`src/rtl/wbrf_pkg.sv`:
```
`timescale 1ns/1ps
package wbrf_pkg;

  typedef enum logic {
    WR_BEFORE_RD = 1'b0,
    RD_BEFORE_WR = 1'b1
  } order_e;

  function automatic logic addr_ok(input logic [31:0] a,
                                   input int unsigned lo,
                                   input int unsigned hi);
    return (a >= lo) && (a <= hi);
  endfunction

  function automatic logic [31:0] addr_off(input logic [31:0] a,
                                           input int unsigned lo);
    return a - lo;
  endfunction

endpackage

```
`src/rtl/wbrf_wire.sv`:
```
`timescale 1ns/1ps
module wbrf_wire
  import wbrf_pkg::*;
#(
  parameter int          ADDR_W = 5,
  parameter int          DATA_W = 32,
  parameter int unsigned LO     = 4,
  parameter int unsigned HI     = 27,
  parameter int          IDX_W  = 5
) (
  input  logic              wr_en,
  input  logic [ADDR_W-1:0] wr_addr,
  input  logic [DATA_W-1:0] wr_data,
  output logic              set_vld,
  output logic [IDX_W-1:0]  set_idx,
  output logic [DATA_W-1:0] set_data
);
  logic wr_in_rng;

  always_comb begin
    wr_in_rng = addr_ok(32'(wr_addr), LO, HI);
    set_vld   = wr_en && wr_in_rng;
    set_idx   = IDX_W'(addr_off(32'(wr_addr), LO));
    set_data  = wr_data;
  end
endmodule

```
`src/rtl/wbrf_store.sv`:
```
`timescale 1ns/1ps
module wbrf_store #(
  parameter int          DATA_W = 32,
  parameter int unsigned DEPTH  = 24,
  parameter int          IDX_W  = 5,
  parameter int          NRD    = 2
) (
  input  logic                        clk,
  input  logic                        rst_n,
  input  logic                        set_vld,
  input  logic [IDX_W-1:0]            set_idx,
  input  logic [DATA_W-1:0]           set_data,
  input  logic [NRD-1:0][IDX_W-1:0]   rd_idx,
  output logic [NRD-1:0][DATA_W-1:0]  rd_q
);
  logic [DATA_W-1:0] mem [DEPTH];

  always_ff @(posedge clk or negedge rst_n) begin
    if (!rst_n) begin
      for (int i = 0; i < int'(DEPTH); i++) mem[i] <= '0;
    end else if (set_vld && (32'(set_idx) < DEPTH)) begin
      mem[set_idx] <= set_data;
    end
  end

  for (genvar p = 0; p < NRD; p++) begin : g_rd
    always_comb begin
      if (32'(rd_idx[p]) < DEPTH) rd_q[p] = mem[rd_idx[p]];
      else                        rd_q[p] = '0;
    end
  end

  for (genvar i = 0; i < int'(DEPTH); i++) begin : g_ent

    write_lands_chk: assert property (@(posedge clk) disable iff (!rst_n)
      (set_vld && set_idx == IDX_W'(i)) |=> mem[i] == $past(set_data))
      else $error("write_lands_chk entry %0d", i);

    entry_hold_chk: assert property (@(posedge clk) disable iff (!rst_n)
      !(set_vld && set_idx == IDX_W'(i)) |=> $stable(mem[i]))
      else $error("entry_hold_chk entry %0d", i);
  end
endmodule

```
`src/rtl/wbrf_rdport.sv`:
```
`timescale 1ns/1ps
module wbrf_rdport
  import wbrf_pkg::*;
#(
  parameter int          ADDR_W = 5,
  parameter int          DATA_W = 32,
  parameter int unsigned LO     = 4,
  parameter int unsigned HI     = 27,
  parameter int          IDX_W  = 5,
  parameter order_e      ORDER  = WR_BEFORE_RD
) (
  input  logic              clk,
  input  logic              rst_n,
  input  logic [ADDR_W-1:0] rd_addr,
  input  logic [DATA_W-1:0] stored,
  input  logic              set_vld,
  input  logic [IDX_W-1:0]  set_idx,
  input  logic [DATA_W-1:0] set_data,
  output logic [IDX_W-1:0]  rd_idx,
  output logic [DATA_W-1:0] rd_data
);
  logic rd_in_rng;
  logic fwd_hit;

  always_comb begin
    rd_in_rng = addr_ok(32'(rd_addr), LO, HI);
    rd_idx    = IDX_W'(addr_off(32'(rd_addr), LO));
    fwd_hit   = set_vld && rd_in_rng && (set_idx == rd_idx);
  end

  if (ORDER == WR_BEFORE_RD) begin : g_wbr
    always_comb begin
      if (!rd_in_rng)   rd_data = '0;
      else if (fwd_hit) rd_data = set_data;
      else              rd_data = stored;
    end

    fwd_commits_chk: assert property (@(posedge clk) disable iff (!rst_n)
      fwd_hit |=> (!$stable(rd_addr) || stored == $past(rd_data)))
      else $error("fwd_commits_chk");
  end else begin : g_rbw
    always_comb begin
      if (!rd_in_rng) rd_data = '0;
      else            rd_data = stored;
    end

    old_value_chk: assert property (@(posedge clk) disable iff (!rst_n)
      rd_in_rng |-> rd_data == stored)
      else $error("old_value_chk");
  end


  out_of_range_zero_chk: assert property (@(posedge clk) disable iff (!rst_n)
    !rd_in_rng |-> rd_data == '0)
    else $error("out_of_range_zero_chk");
endmodule

```
`src/rtl/wbrf_top.sv`:
```
`timescale 1ns/1ps
module wbrf_top
  import wbrf_pkg::*;
#(
  parameter int          ADDR_W = 5,
  parameter int          DATA_W = 32,
  parameter int unsigned LO     = 4,
  parameter int unsigned HI     = 27,
  parameter order_e      ORDER  = WR_BEFORE_RD
) (
  input  logic              clk,
  input  logic              rst_n,
  input  logic              wr_en,
  input  logic [ADDR_W-1:0] wr_addr,
  input  logic [DATA_W-1:0] wr_data,
  input  logic [ADDR_W-1:0] rd0_addr,
  output logic [DATA_W-1:0] rd0_data,
  input  logic [ADDR_W-1:0] rd1_addr,
  output logic [DATA_W-1:0] rd1_data
);
  localparam int unsigned DEPTH = HI - LO + 1;
  localparam int          IDX_W = (DEPTH > 1) ? $clog2(DEPTH) : 1;
  localparam int          NRD   = 2;

  logic                       set_vld;
  logic [IDX_W-1:0]           set_idx;
  logic [DATA_W-1:0]          set_data;
  logic [NRD-1:0][ADDR_W-1:0] rd_addr_a;
  logic [NRD-1:0][IDX_W-1:0]  rd_idx_a;
  logic [NRD-1:0][DATA_W-1:0] rd_q_a;
  logic [NRD-1:0][DATA_W-1:0] rd_data_a;

  assign rd_addr_a[0] = rd0_addr;
  assign rd_addr_a[1] = rd1_addr;
  assign rd0_data     = rd_data_a[0];
  assign rd1_data     = rd_data_a[1];

  wbrf_wire #(
    .ADDR_W(ADDR_W), .DATA_W(DATA_W), .LO(LO), .HI(HI), .IDX_W(IDX_W)
  ) u_wire (
    .wr_en(wr_en), .wr_addr(wr_addr), .wr_data(wr_data),
    .set_vld(set_vld), .set_idx(set_idx), .set_data(set_data)
  );

  wbrf_store #(
    .DATA_W(DATA_W), .DEPTH(DEPTH), .IDX_W(IDX_W), .NRD(NRD)
  ) u_store (
    .clk(clk), .rst_n(rst_n),
    .set_vld(set_vld), .set_idx(set_idx), .set_data(set_data),
    .rd_idx(rd_idx_a), .rd_q(rd_q_a)
  );

  for (genvar p = 0; p < NRD; p++) begin : g_port
    wbrf_rdport #(
      .ADDR_W(ADDR_W), .DATA_W(DATA_W), .LO(LO), .HI(HI),
      .IDX_W(IDX_W), .ORDER(ORDER)
    ) u_rd (
      .clk(clk), .rst_n(rst_n),
      .rd_addr(rd_addr_a[p]), .stored(rd_q_a[p]),
      .set_vld(set_vld), .set_idx(set_idx), .set_data(set_data),
      .rd_idx(rd_idx_a[p]), .rd_data(rd_data_a[p])
    );
  end


  no_write_no_fwd_chk: assert property (@(posedge clk) disable iff (!rst_n)
    !wr_en |-> !set_vld)
    else $error("no_write_no_fwd_chk");
endmodule

```
`config.mk`:
```
export PLATFORM = sky130hd
export DESIGN_NAME = wbrf_top
export DESIGN_NICKNAME = d
export VERILOG_FILES = /design/src/rtl/wbrf_pkg.sv /design/src/rtl/wbrf_wire.sv /design/src/rtl/wbrf_store.sv /design/src/rtl/wbrf_rdport.sv /design/src/rtl/wbrf_top.sv
export SDC_FILE = /design/constraint.sdc
export NUM_CORES = 1
export LEC_CHECK = 0
export BUFFER_PORTS_ARGS = -buffer_cell sky130_fd_sc_hd__buf_2
export CELL_PAD_IN_SITES_DETAIL_PLACEMENT = 1
export CELL_PAD_IN_SITES_GLOBAL_PLACEMENT = 2
export CORE_ASPECT_RATIO = 0.7
export CORE_MARGIN = 2
export CORE_UTILIZATION = 40
export CTS_CLUSTER_DIAMETER = 120
export DETAILED_ROUTE_END_ITERATION = 8
export PLACE_DENSITY_LB_ADDON = 0.15
export SLEW_MARGIN = 0
export SYNTH_ARGS = -nofsm -noshare
export SYNTH_HDL_FRONTEND = slang
export SYNTH_SLANG_ARGS = --single-unit
```
`constraint.sdc`:
```
create_clock -name clk -period 4.58 [get_ports clk]
set_input_delay 0.458 -clock clk [delete_from_list [all_inputs] [get_ports clk]]
set_output_delay 0.458 -clock clk [all_outputs]
set_load 0.01 [all_outputs]
```
-- Yosys cells after proc, flatten, opt, wreduce, memory -nomap -nowiden
Index checks and enable logic that the tools add are counted.
- add/subtract/negate cells: 3
- reductions and logical operators: 10
- eq/ne operators: 2
- bitwise operators: 3
- magnitude comparators: 13
- multiplexer cells: 15
- operator list (kind ; count):
    $bwmux W768 ; 1
    $mux W32 ; 11
    $bmux W32 S5 ; 2
    $demux W32 S5 ; 1
    $ge A6 B6 Y1 const B ; 3
    $not A5 Y6 ; 3
    $ge A5 B3 Y1 const B ; 3
    $le A5 B5 Y1 const B ; 3
    $lt A5 B5 Y1 const B ; 3
    $sub A5 B3 Y5 const B ; 3
    $eq A5 B5 Y1 ; 2
    $logic_and A1 B1 Y1 ; 10
    $lt A6 B1 Y1 const B ; 1
- word-level logic and storage cells: 70
- output and inout bits: 64
- register bits after elaboration: 768

-- Longest topological paths before layout
Gate-level depths: netlist of run 1.
- depth in word-level cells: 8
- depth in mapped cells: 11

-- Modules after synthesis
From an unflattened synthesis of run 1, not the netlist that was laid out.
- cells, all modules: 3091
- area, all modules: 42918.7 µm²
- by module, submodules not included (module ; seq. area each (µm²) ; area each (µm²) ; instances ; cells an instance):
    wbrf_store ; 19218.4 ; 40737.8 ; 1 ; 2777
    wbrf_rdport ; 0.0 ; 914.6 ; 2 ; 134
    wbrf_wire ; 0.0 ; 351.6 ; 1 ; 46

-- Least setup slack after synthesis of run 1
No wires, ideal clock.
- kind: input -> output
- from: input port rd1_addr[2]
- to: output port rd1_data[0]
- setup slack: 910 ps
- stages: 11
- data arrival time: 3212 ps
- buffers on the path: 4
- path through: clkbuf_1 -> inv_2 -> clkbuf_1 -> clkbuf_1 -> ha_1 -> xnor2_1 -> nand4_1 -> nor4_4 -> clkbuf_1 -> nor3_1 -> a211oi_1
- longest elaborated chain between the ends: 8
- RTL lines (item ; RTL line ; text):
    start, declared ; wbrf_top.sv:18 ; input logic [ADDR_W-1:0] rd1_addr,
    $sub A5 B3 Y5 ; wbrf_pkg.sv:17 ; return a - lo;
    $not A5 Y6 (not written as such) ; wbrf_store.sv:28 ; if (32'(rd_idx[p]) < DEPTH) rd_q[p] = mem[rd_idx[p]];
    $bmux W32 S5 ; wbrf_store.sv:28 ;
    $mux W32 (not written as such) (2 in series) ; wbrf_store.sv:28 ;
    $mux W32 ; wbrf_store.sv:28 ;
    $mux W32 ; wbrf_rdport.sv:34 ; else if (fwd_hit) rd_data = set_data;
    $mux W32 (*) ; wbrf_rdport.sv:33 ; if (!rd_in_rng) rd_data = '0;
    end, declared ; wbrf_top.sv:19 ; output logic [DATA_W-1:0] rd1_data
Mark *: on every way between the ends. The rest lies on a longest branch, timed or not. The select of a mux whose other input is x is not followed.

-- Worst setup path in the final report of run 1
- from: input port rd0_addr[3]
- to: output port rd0_data[20]
- longest elaborated chain between the ends: 8
- RTL lines (item ; RTL line ; text):
    start, declared ; wbrf_top.sv:16 ; input logic [ADDR_W-1:0] rd0_addr,
    $sub A5 B3 Y5 ; wbrf_pkg.sv:17 ;
    $not A5 Y6 (not written as such) ; wbrf_store.sv:28 ;
    $bmux W32 S5 ; wbrf_store.sv:28 ;
    $mux W32 (not written as such) (2 in series) ; wbrf_store.sv:28 ;
    $mux W32 ; wbrf_store.sv:28 ;
    $mux W32 ; wbrf_rdport.sv:34 ;
    $mux W32 (*) ; wbrf_rdport.sv:33 ;
    end, declared ; wbrf_top.sv:17 ; output logic [DATA_W-1:0] rd0_data,
Marked as above.

==> results.toml, run 1 <==
[synth]
seq_area_frac_synth = 0.457
syn_area_sq_um = 42100
ys_ff_latch = 768
async_flop_share = 1.00
synth_top_area_frac = 0.457
yosysWarnings = 0
cell_type_with_the_highest_aggregate_area_in_the_netlist = "sky130_fd_sc_hd__dfrtp_1"
synth.most_common_cell = "sky130_fd_sc_hd__dfrtp_1"
synth_cells = 2857
synth_unique_cells = 37
synth_area_per_cell_sq_um = 14.7
netlist_top_cells_area = "sky130_fd_sc_hd__dfrtp_1 (46%), sky130_fd_sc_hd__mux4_2 (21%), sky130_fd_sc_hd__mux2_2 (19%)"
yosys-top-cells-count = "sky130_fd_sc_hd__dfrtp_1 (768), sky130_fd_sc_hd__mux2_2 (706), sky130_fd_sc_hd__mux4_2 (384), sky130_fd_sc_hd__clkbuf_1 (154), sky130_fd_sc_hd__mux2i_1 (128)"
number_of_enable_flip_flop_cells_after_synthesis = 0
ys.flop_type = "sky130_fd_sc_hd__dfrtp_1"
synthesis.nets = 2916

[sta]
setup_slack_ns = 0.756
fin_tns_setup_ns = 0
unrepaired_setup_endpoints_after_global_routing = "no"
timing.max_slew.rel_slack = 0.326
fmax_ghz = 0.262
worst_pin_slew_ns = 1.01
fin_worst_skew_ns = 0
hold_ws_ns = 0.380
hold_viol_final = 0
final-setup-viol-count = 0
drv_slew = 0
layout_worst_path_cycle_share = 0.835
period_minus_slack_ns = 3.82

[hold_path]
timing.hold.worst_endpoint = "u_store.mem[618]"
worstHoldPathCells = 2
min-delay-start = "wr_data[10]"
min-delay-path-class = "in -> reg"

[routing]
routed_wire_length_per_instance_microns = 34.5
ant_nets = 0
post_drt_via_cell_ratio = 6.34
wirelength_mm = 150
vias = 27600
drt_first_pass_iters = 5
drc_errors = 0
drt_first_iter_violations = 1899

[setup_path]
worst_r2r_startpoint = "u_store.mem[175]"
cp-end-kind = "output port"
cpMaxStageDelayCell = "sky130_fd_sc_hd__nand2b_2"
cp-start-kind = "input port"
timing.reg2reg.worst_path_depth = 1
timing.critical_path.max_delay_family = "buffers and inverters"
critical_path.reg2reg.endpoint = "u_store.mem[175]"
timing.setup.critical_path_class = "in -> out"
reg2reg_setup_slack_ns = 3.73
cp_max_fo = 15
critical-path-max-stage-delay_ns = 0.76
worst-endpoint-arrival_ns = 3.37
timing.critical_path.buf_inv = 5
worst_ep_required_time_ns = 4.12
crit_path_cell_trace = "buf_2 -> inv_1 -> ha_1 -> xnor2_1 -> nand2b_2 -> buf_4 -> o32ai_1 -> buf_4 -> o31a_1 -> buf_2"

[run]
cap_violations = 0

[layout]
layout_top_registers = "u_store.mem x768"
area.growth.synth_to_final_pct = 12.7
fill_cells = 10200
ff_latch_area_sq_um = 19200
largest_register_ffs = 768
finalNetCount = 2932
multi_input_comb_area_sq_um = 21500
largest_register = "u_store.mem"
finish.instance_area_sq_um = 47400
final_layout_size_suffix_gt1_frac = 0.506

[power_and_ir_drop]
power.net_switching_uw = 6070
p_leak_uw = 0.0212
power_per_cell_area_nw_per_um2 = 444
fraction_of_power_spent_switching_nets = 0.288
power_frac_comb = 0.229
p_clk_frac = 0.331
pwr-share-seq = 0.440
intPower_uw = 15000
worst_ir_drop_vdd_v = 0.000300

[grt]
first_pass_grt_wire_length_mm = 219
grt_use_total = 0.282
grt.overflow.total = 0
number_of_global_route_vias_before_repair = 29900
antenna_found_initial = 9
largest_net_degree_at_the_start_of_global_routing = 119

[placed_design]
place_area_sq_um = 44700
buffer_ports.inserted = 113
place_worst_setup_slack_ns = 0.749
gp_congestion = 0.816
place_hpwl_mm = 90.4

[floorplanning]
fp.dieArea_sq_um = 108000
dieWidth_microns = 392
ios = 114
coreArea_sq_um = 104000
placementRows = 99
die-height_microns = 275
initial_core_util = 0.403

[clock_network]
clock_tree_sinks = 768
clkLatencyLatePin_ns = 0.65
htreeDepth = 3
cts.reportedPaths.clkPinSlew_ns = 0.06
cts.path.max_buffers = 3
cts.root.buffer_cell = "sky130_fd_sc_hd__clkbuf_16"
clock_buffer_count_from_cts = 82
tritoncts = "yes"
ctsResizeCount = 0

[status]
outcome = "complete, no violations"
-- cells in the final DEF, fill, tap and decap left out, types with 24 or more instances in the layout --
master | synthesis | final
sky130_fd_sc_hd__nor3_1 | 35 | 35
sky130_fd_sc_hd__mux4_2 | 384 | 384
sky130_fd_sc_hd__nand2_1 | 79 | 71
sky130_fd_sc_hd__mux2_1 | 62 | 62
sky130_fd_sc_hd__dfrtp_1 | 768 | 768
sky130_fd_sc_hd__buf_2 | 119 | 107
sky130_fd_sc_hd__inv_1 | 37 | 36
sky130_fd_sc_hd__clkbuf_1 | 154 | 24
sky130_fd_sc_hd__buf_12 | 0 | 43
sky130_fd_sc_hd__buf_4 | 1 | 71
sky130_fd_sc_hd__a21oi_1 | 35 | 35
sky130_fd_sc_hd__a211oi_1 | 32 | 32
sky130_fd_sc_hd__clkbuf_16 | 0 | 85
sky130_fd_sc_hd__mux2i_1 | 128 | 128
sky130_fd_sc_hd__o22ai_1 | 32 | 32
sky130_fd_sc_hd__o32ai_1 | 32 | 32
sky130_fd_sc_hd__nor2_1 | 101 | 99
sky130_fd_sc_hd__nand2_2 | 18 | 26
sky130_fd_sc_hd__a31oi_1 | 33 | 33
sky130_fd_sc_hd__mux2_2 | 706 | 706
sky130_fd_sc_hd__o31a_1 | 32 | 32
-- cell families after synthesis --
logic type | after synthesis | synth area share
xor gates and xnor gates | 14 | 0.00309
buffers and inverters | 333 | 0.0333
muxes | 1280 | 0.442
and+or+nand+nor | 253 | 0.0280
AOI/OAI and AO/OA | 200 | 0.0346
DFF | 768 | 0.457
adders and majority gates | 9 | 0.00268
-- metrics by stage --
stage                     std cells  total power (uW)  utilization
final                          4354             21100        0.455
after global routing           4353             22000        0.455
after CTS                      4350             21200        0.455
after detailed placement       4202             14200        0.428
after global placement         4202             13900        0.428
after floorplan                2857             12400            -
-- worst max-delay path by stage --
stage,start,to,slack (ns),cells after the start
after global placement,rd1_addr[0],rd1_data[13],0.73,8
after detailed placement,rd0_addr[0],rd0_data[5],0.75,8
after global routing,rd0_addr[0],rd0_data[20],0.61,9
final,rd0_addr[3],rd0_data[20],0.76,10
after CTS,rd0_addr[0],rd0_data[5],0.74,8
after floorplan,rd1_addr[2],rd1_data[0],0.91,11
-- metal layers --
layer / GRT usage / wire length, microns / share of wire
met1: 0.397 / 67000 / 0.45
met2: 0.452 / 70500 / 0.47
met3: 0.0428 / 7710 / 0.051
met4: 0.0869 / 4940 / 0.033
met5: 0 / 0 / 0
-- power by group through the flow --
stage               Sequential, uW  Combinational [uW]  Clock (uW)
floorplan                     8930                3470           0
global route                  9450                5140        7390
detailed placement            9350                4840           0
finish                        9280                4810        6970
CTS                           9230                4860        7130
global placement              9160                4710           0
-- timing repair --
item | in CTS | in global routing
setup buffers | 0 | 0
hold endpoints to repair | 81 | 0
hold buffers | 1 | 0
-- area by class of cell --
type,instances,share of cell area
multi-input combinational,1756,0.454
inverter,38,0.00317
clock inverter,21,0.00612
timing repair buffer,227,0.0425
antenna,4,0.000211
tap,1414,0.0373
sequential,768,0.405
clock buffer,126,0.0517
Note: power is estimated with default switching activity, not from simulation.
==> run 2, diff against run 1 <==
==> constraint.sdc (replaced) <==
create_clock -name clk -period 3.1 [get_ports clk]
set_input_delay 0.31 -clock clk [delete_from_list [all_inputs] [get_ports clk]]
set_output_delay 0.31 -clock clk [all_outputs]
set_load 0.01 [all_outputs]
==> results.toml, run 2 (same netlist as run 1, synthesis figures left out) <==
[status]
outcome = "complete, no violations"

[floorplanning]
placementRows = 99
coreArea_sq_um = 104000
ios = 114
initial_core_util = 0.403
fp.dieArea_sq_um = 108000
die-height_microns = 275
dieWidth_microns = 392

[sta]
hold_ws_ns = 0.201
setup_slack_ns = 0.0514
timing.max_slew.rel_slack = 0.284
hold_viol_final = 0
fin_tns_setup_ns = 0
final-setup-viol-count = 0
worst_pin_slew_ns = 1.07
layout_worst_path_cycle_share = 0.983
drv_slew = 0
period_minus_slack_ns = 3.05
fmax_ghz = 0.328
fin_worst_skew_ns = 0

[power_and_ir_drop]
power_per_cell_area_nw_per_um2 = 633
worst_ir_drop_vdd_v = 0.000431
p_leak_uw = 0.0220

[setup_path]
timing.critical_path.buf_inv = 4
cp_max_fo = 24
worst_ep_required_time_ns = 2.79
cp-end-kind = "output port"
worst-endpoint-arrival_ns = 2.74
timing.setup.critical_path_class = "in -> out"
crit_path_cell_trace = "buf_8 -> buf_12 -> buf_4 -> mux4_2 -> mux2i_1 -> o22ai_1 -> nor3_1 -> a211oi_2 -> buf_2"
critical-path-max-stage-delay_ns = 0.53
timing.critical_path.max_delay_family = "buffers and inverters"
cp-start-kind = "input port"
cpMaxStageDelayCell = "sky130_fd_sc_hd__mux4_2"
reg2reg_setup_slack_ns = 2.22

[placed_design]
buffer_ports.inserted = 113
place_hpwl_mm = 98.0
place_worst_setup_slack_ns = -0.265
gp_congestion = 0.860

[grt]
antenna_found_initial = 9
largest_net_degree_at_the_start_of_global_routing = 89
number_of_global_route_vias_before_repair = 30700
grt.overflow.total = 0
first_pass_grt_wire_length_mm = 226
grt_use_total = 0.289

[routing]
drt_first_pass_iters = 5
drt_first_iter_violations = 2292
routed_wire_length_per_instance_microns = 34.4
wirelength_mm = 154
ant_nets = 0
vias = 28200
post_drt_via_cell_ratio = 6.30
drc_errors = 0

[hold_path]
min-delay-path-class = "in -> async"

[layout]
final_common_cell = "sky130_fd_sc_hd__dfrtp_1"
final_cell_mix = "sky130_fd_sc_hd__dfrtp_1 (768), sky130_fd_sc_hd__mux2_2 (706), sky130_fd_sc_hd__mux4_2 (384)"
final_layout_size_suffix_gt1_frac = 0.537
largest_register = "u_store.mem"
layout_top_registers = "u_store.mem x768"
finalNetCount = 3067
area.growth.synth_to_final_pct = 16.3
largest_register_ffs = 768

[clock_network]
clock_tree_sinks = 768
htreeDepth = 3
cts.path.max_buffers = 3
cts.reportedPaths.clkPinSlew_ns = 0.07
cts.root.buffer_cell = "sky130_fd_sc_hd__clkbuf_16"
clock_buffer_count_from_cts = 81
clkLatencyLatePin_ns = 0.66
tritoncts = "yes"

[run]
cap_violations = 0
[run 2: cell types whose count changed in the layout (fill, tap and decap cells not counted), moves of 7 or more]
cell | previous run | this run
sky130_fd_sc_hd__buf_12 | 43 | 80
sky130_fd_sc_hd__clkbuf_8 | 18 | 11
sky130_fd_sc_hd__buf_4 | 71 | 165
sky130_fd_sc_hd__a211oi_2 | 0 | 26
sky130_fd_sc_hd__a211oi_1 | 32 | 3
[run 2: path summary, 6_finish.rpt]
path	endpoint	startpoint	cells past startpoint
worst max-delay path	rd1_data[9]	rd1_addr[0]	9
worst min-delay path	u_store.mem[279]	rst_n	2
worst max register to register	u_store.mem[123]	u_store.mem[123]	1
worst min register to register	u_store.mem[174]	u_store.mem[174]	1
max in group asynchronous	u_store.mem[717]	rst_n	4
min in group clk	u_store.mem[164]	wr_data[4]	2
[run 2: what timing repair did]
| action | CTS | global route |
|---|---|---|
| buffers inserted | 0 | 7 |
| endpoints found under the setup margin | 5 | 17 |
| resized for setup | 4 | 10 |
| pin swaps | 0 | 4 |
| hold buffers | 1 | 0 |
| endpoints found under the hold margin | 50 | 0 |
| cloned | 0 | 1 |
[run 2: stage by stage]
step                      power, uW  utilization  std cells  cell area [sq um]
after CTS                     31100        0.468       4472              48800
after global routing          32300        0.469       4482              48900
after floorplan               18300            -       2857              42200
final                         31000        0.469       4483              49000
after detailed placement      21300        0.443       4330              46200
after global placement        20800        0.443       4330              46200
[run 2: report_power, final]
group	leakage, uW	switching, uW	internal (uW)	total (uW)
Sequential	0.0101	1670	12100	13800
Clock	0.00124	4280	5490	9770
Combinational	0.0106	3150	4250	7410
Total	0.0220	9110	21900	31000
[run 2: area by class of cell]
| type | count | area (sq um) |
|---|---|---|
| Clock buffer | 117 | 2300 |
| Clock inverter | 24 | 241 |
| Inverter | 38 | 150 |
| Antenna cell | 3 | 7.51 |
| Sequential cell | 768 | 19200 |
| Tap cell | 1414 | 1770 |
| Fill cell | 10200 | 55300 |
| Multi-Input combinational cell | 1756 | 21700 |
| Timing Repair Buffer | 363 | 3560 |
[run 2: layer usage]
layer	part of all wire	vias to the layer above	wire length [microns]	GRT usage
met5	0	-	0	0
li1	-	11300	-	-
met1	0.44	15700	67600	0.404
met4	0.031	0	4710	0.0868
met3	0.059	225	9010	0.0483
met2	0.47	969	72700	0.466
==> run 3, diff against run 2 <==
==> constraint.sdc (replaced) <==
create_clock -name clk -period 3.7 [get_ports clk]
set_input_delay 0.37 -clock clk [delete_from_list [all_inputs] [get_ports clk]]
set_output_delay 0.37 -clock clk [all_outputs]
set_load 0.01 [all_outputs]
==> results.toml, run 3 (same netlist as run 1, synthesis figures left out) <==
[status]
outcome = "complete, but fails checks"
failed_checks = "setup timing"

[sta]
period_minus_slack_ns = 3.71
drv_slew = 0
fin_worst_skew_ns = 0
unrepaired_setup_endpoints_after_global_routing = "no"
timing.max_slew.rel_slack = 0.309
setup_slack_ns = -0.0129
fmax_ghz = 0.269
worst_pin_slew_ns = 1.04
hold_viol_final = 0
hold_ws_ns = 0.283
fin_tns_setup_ns = -0.0129
final-setup-viol-count = 1
layout_worst_path_cycle_share = 1.00

[layout]
largest_register_ffs = 768
largest_register = "u_store.mem"
area.growth.synth_to_final_pct = 14.5
final_layout_size_suffix_gt1_frac = 0.517
final_common_cell = "sky130_fd_sc_hd__dfrtp_1"
fin_cells = 4406
layout_top_registers = "u_store.mem x768"
finalNetCount = 2977
final_cell_mix = "sky130_fd_sc_hd__dfrtp_1 (768), sky130_fd_sc_hd__mux2_2 (706), sky130_fd_sc_hd__mux4_2 (384)"

[routing]
ant_nets = 0
drt_first_pass_iters = 5
routed_wire_length_per_instance_microns = 34.9
drt_first_iter_violations = 1984
vias = 27900
wirelength_mm = 154
drc_errors = 0
post_drt_via_cell_ratio = 6.33

[grt]
first_pass_grt_wire_length_mm = 224
grt_use_total = 0.289
largest_net_degree_at_the_start_of_global_routing = 102
antenna_found_initial = 10
number_of_global_route_vias_before_repair = 30100
grt.overflow.total = 0

[clock_network]
cts.root.buffer_cell = "sky130_fd_sc_hd__clkbuf_16"
cts.reportedPaths.clkPinSlew_ns = 0.06
cts.path.max_buffers = 3
htreeDepth = 3
clkLatencyLatePin_ns = 0.66
clock_tree_sinks = 768
clock_buffer_count_from_cts = 83
post_cts.repair.setup_buffers = 0
tritoncts = "yes"

[floorplanning]
coreArea_sq_um = 104000
die-height_microns = 275
placementRows = 99
initial_core_util = 0.403
dieWidth_microns = 392
ios = 114
fp.dieArea_sq_um = 108000

[setup_path]
timing.setup.critical_path_class = "in -> out"
worst_ep_required_time_ns = 3.33
cp-start-kind = "input port"
worst-endpoint-arrival_ns = 3.34
worst_r2r_startpoint = "u_store.mem[185]"
reg2reg_setup_slack_ns = 2.84
cp_max_fo = 12
setup.worst_path.start = "rd1_addr[2]"
cp-end-kind = "output port"

[power_and_ir_drop]
power.net_switching_uw = 7650
fraction_of_power_spent_switching_nets = 0.287
p_clk_frac = 0.342
p_leak_uw = 0.0216
worst_ir_drop_vdd_v = 0.000371
power_frac_comb = 0.226
power_per_cell_area_nw_per_um2 = 553
intPower_uw = 19000
pwr-share-seq = 0.432

[placed_design]
buffer_ports.inserted = 113
placed_cells = 4246
gp_congestion = 0.837
place_worst_setup_slack_ns = 0.196
place_hpwl_mm = 94.6

[hold_path]
min-delay-start = "wr_data[10]"
min-delay-path-class = "in -> reg"

[run]
cap_violations = 0
-- run 3: worst max-delay path: stages --
cell	delay (ns)
sky130_fd_sc_hd__buf_2	0.15
sky130_fd_sc_hd__inv_6	0.04
sky130_fd_sc_hd__ha_1	0.20
sky130_fd_sc_hd__xnor2_1	0.58
sky130_fd_sc_hd__nand2_2	0.47
sky130_fd_sc_hd__buf_4	0.35
sky130_fd_sc_hd__o22ai_1	0.20
sky130_fd_sc_hd__nor3_1	0.12
sky130_fd_sc_hd__a211oi_1	0.51
sky130_fd_sc_hd__buf_4	0.21
sky130_fd_sc_hd__buf_2	0.12
-- run 3: area by class of cell --
class	instances	area (sq um)
fillers	10200	56100
flip-flops and latches	768	19200
inverters	38	150
well taps	1414	1770
clock buffers	127	2530
repair buffers	271	2540
diodes	5	12.5
clock inverters	27	425
multi-input cells	1756	21500
-- run 3: metal layers --
layer / track usage / up-vias / routed length [microns]
li1: - / 11100 / -
met1: 0.400 / 15600 / 67400
met2: 0.468 / 898 / 73700
met3: 0.0470 / 271 / 7850
met4: 0.0931 / 0 / 4920
met5: 0 / - / 0
-- run 3: path summary, 6_finish.rpt --
kind,cells past startpoint,to
setup / recovery,11,rd1_data[19]
hold / removal,2,u_store.mem[522]
setup reg to reg,1,u_store.mem[185]
hold reg to reg,1,u_store.mem[167]
max in group asynchronous,3,u_store.mem[388]
min in group asynchronous,2,u_store.mem[117]
-- run 3: timing repair --
item                                    in CTS  in global routing
endpoints found under the setup margin       0                  0
hold buffers                                 1                  0
gates resized for setup                      0                  0
hold endpoints to repair                    83                  0
-- run 3: per-stage QoR --
step                      cell area (sq um)  power (uW)   util
after floorplan                       42100       15300      -
after global placement                45200       17200  0.433
after detailed placement              45200       17600  0.433
after CTS                             48200       26800  0.462
after global routing                  48200       27800  0.462
final                                 48200       26600  0.462
-- run 3: power by group through the flow --
stage | clock network, uW | logic [uW] | registers, uW
global route | 9690 | 6400 | 11700
detailed placement | 0 | 6010 | 11600
CTS | 9340 | 6050 | 11500
global placement | 0 | 5850 | 11400
finish | 9110 | 6010 | 11500
floorplan | 0 | 4290 | 11100
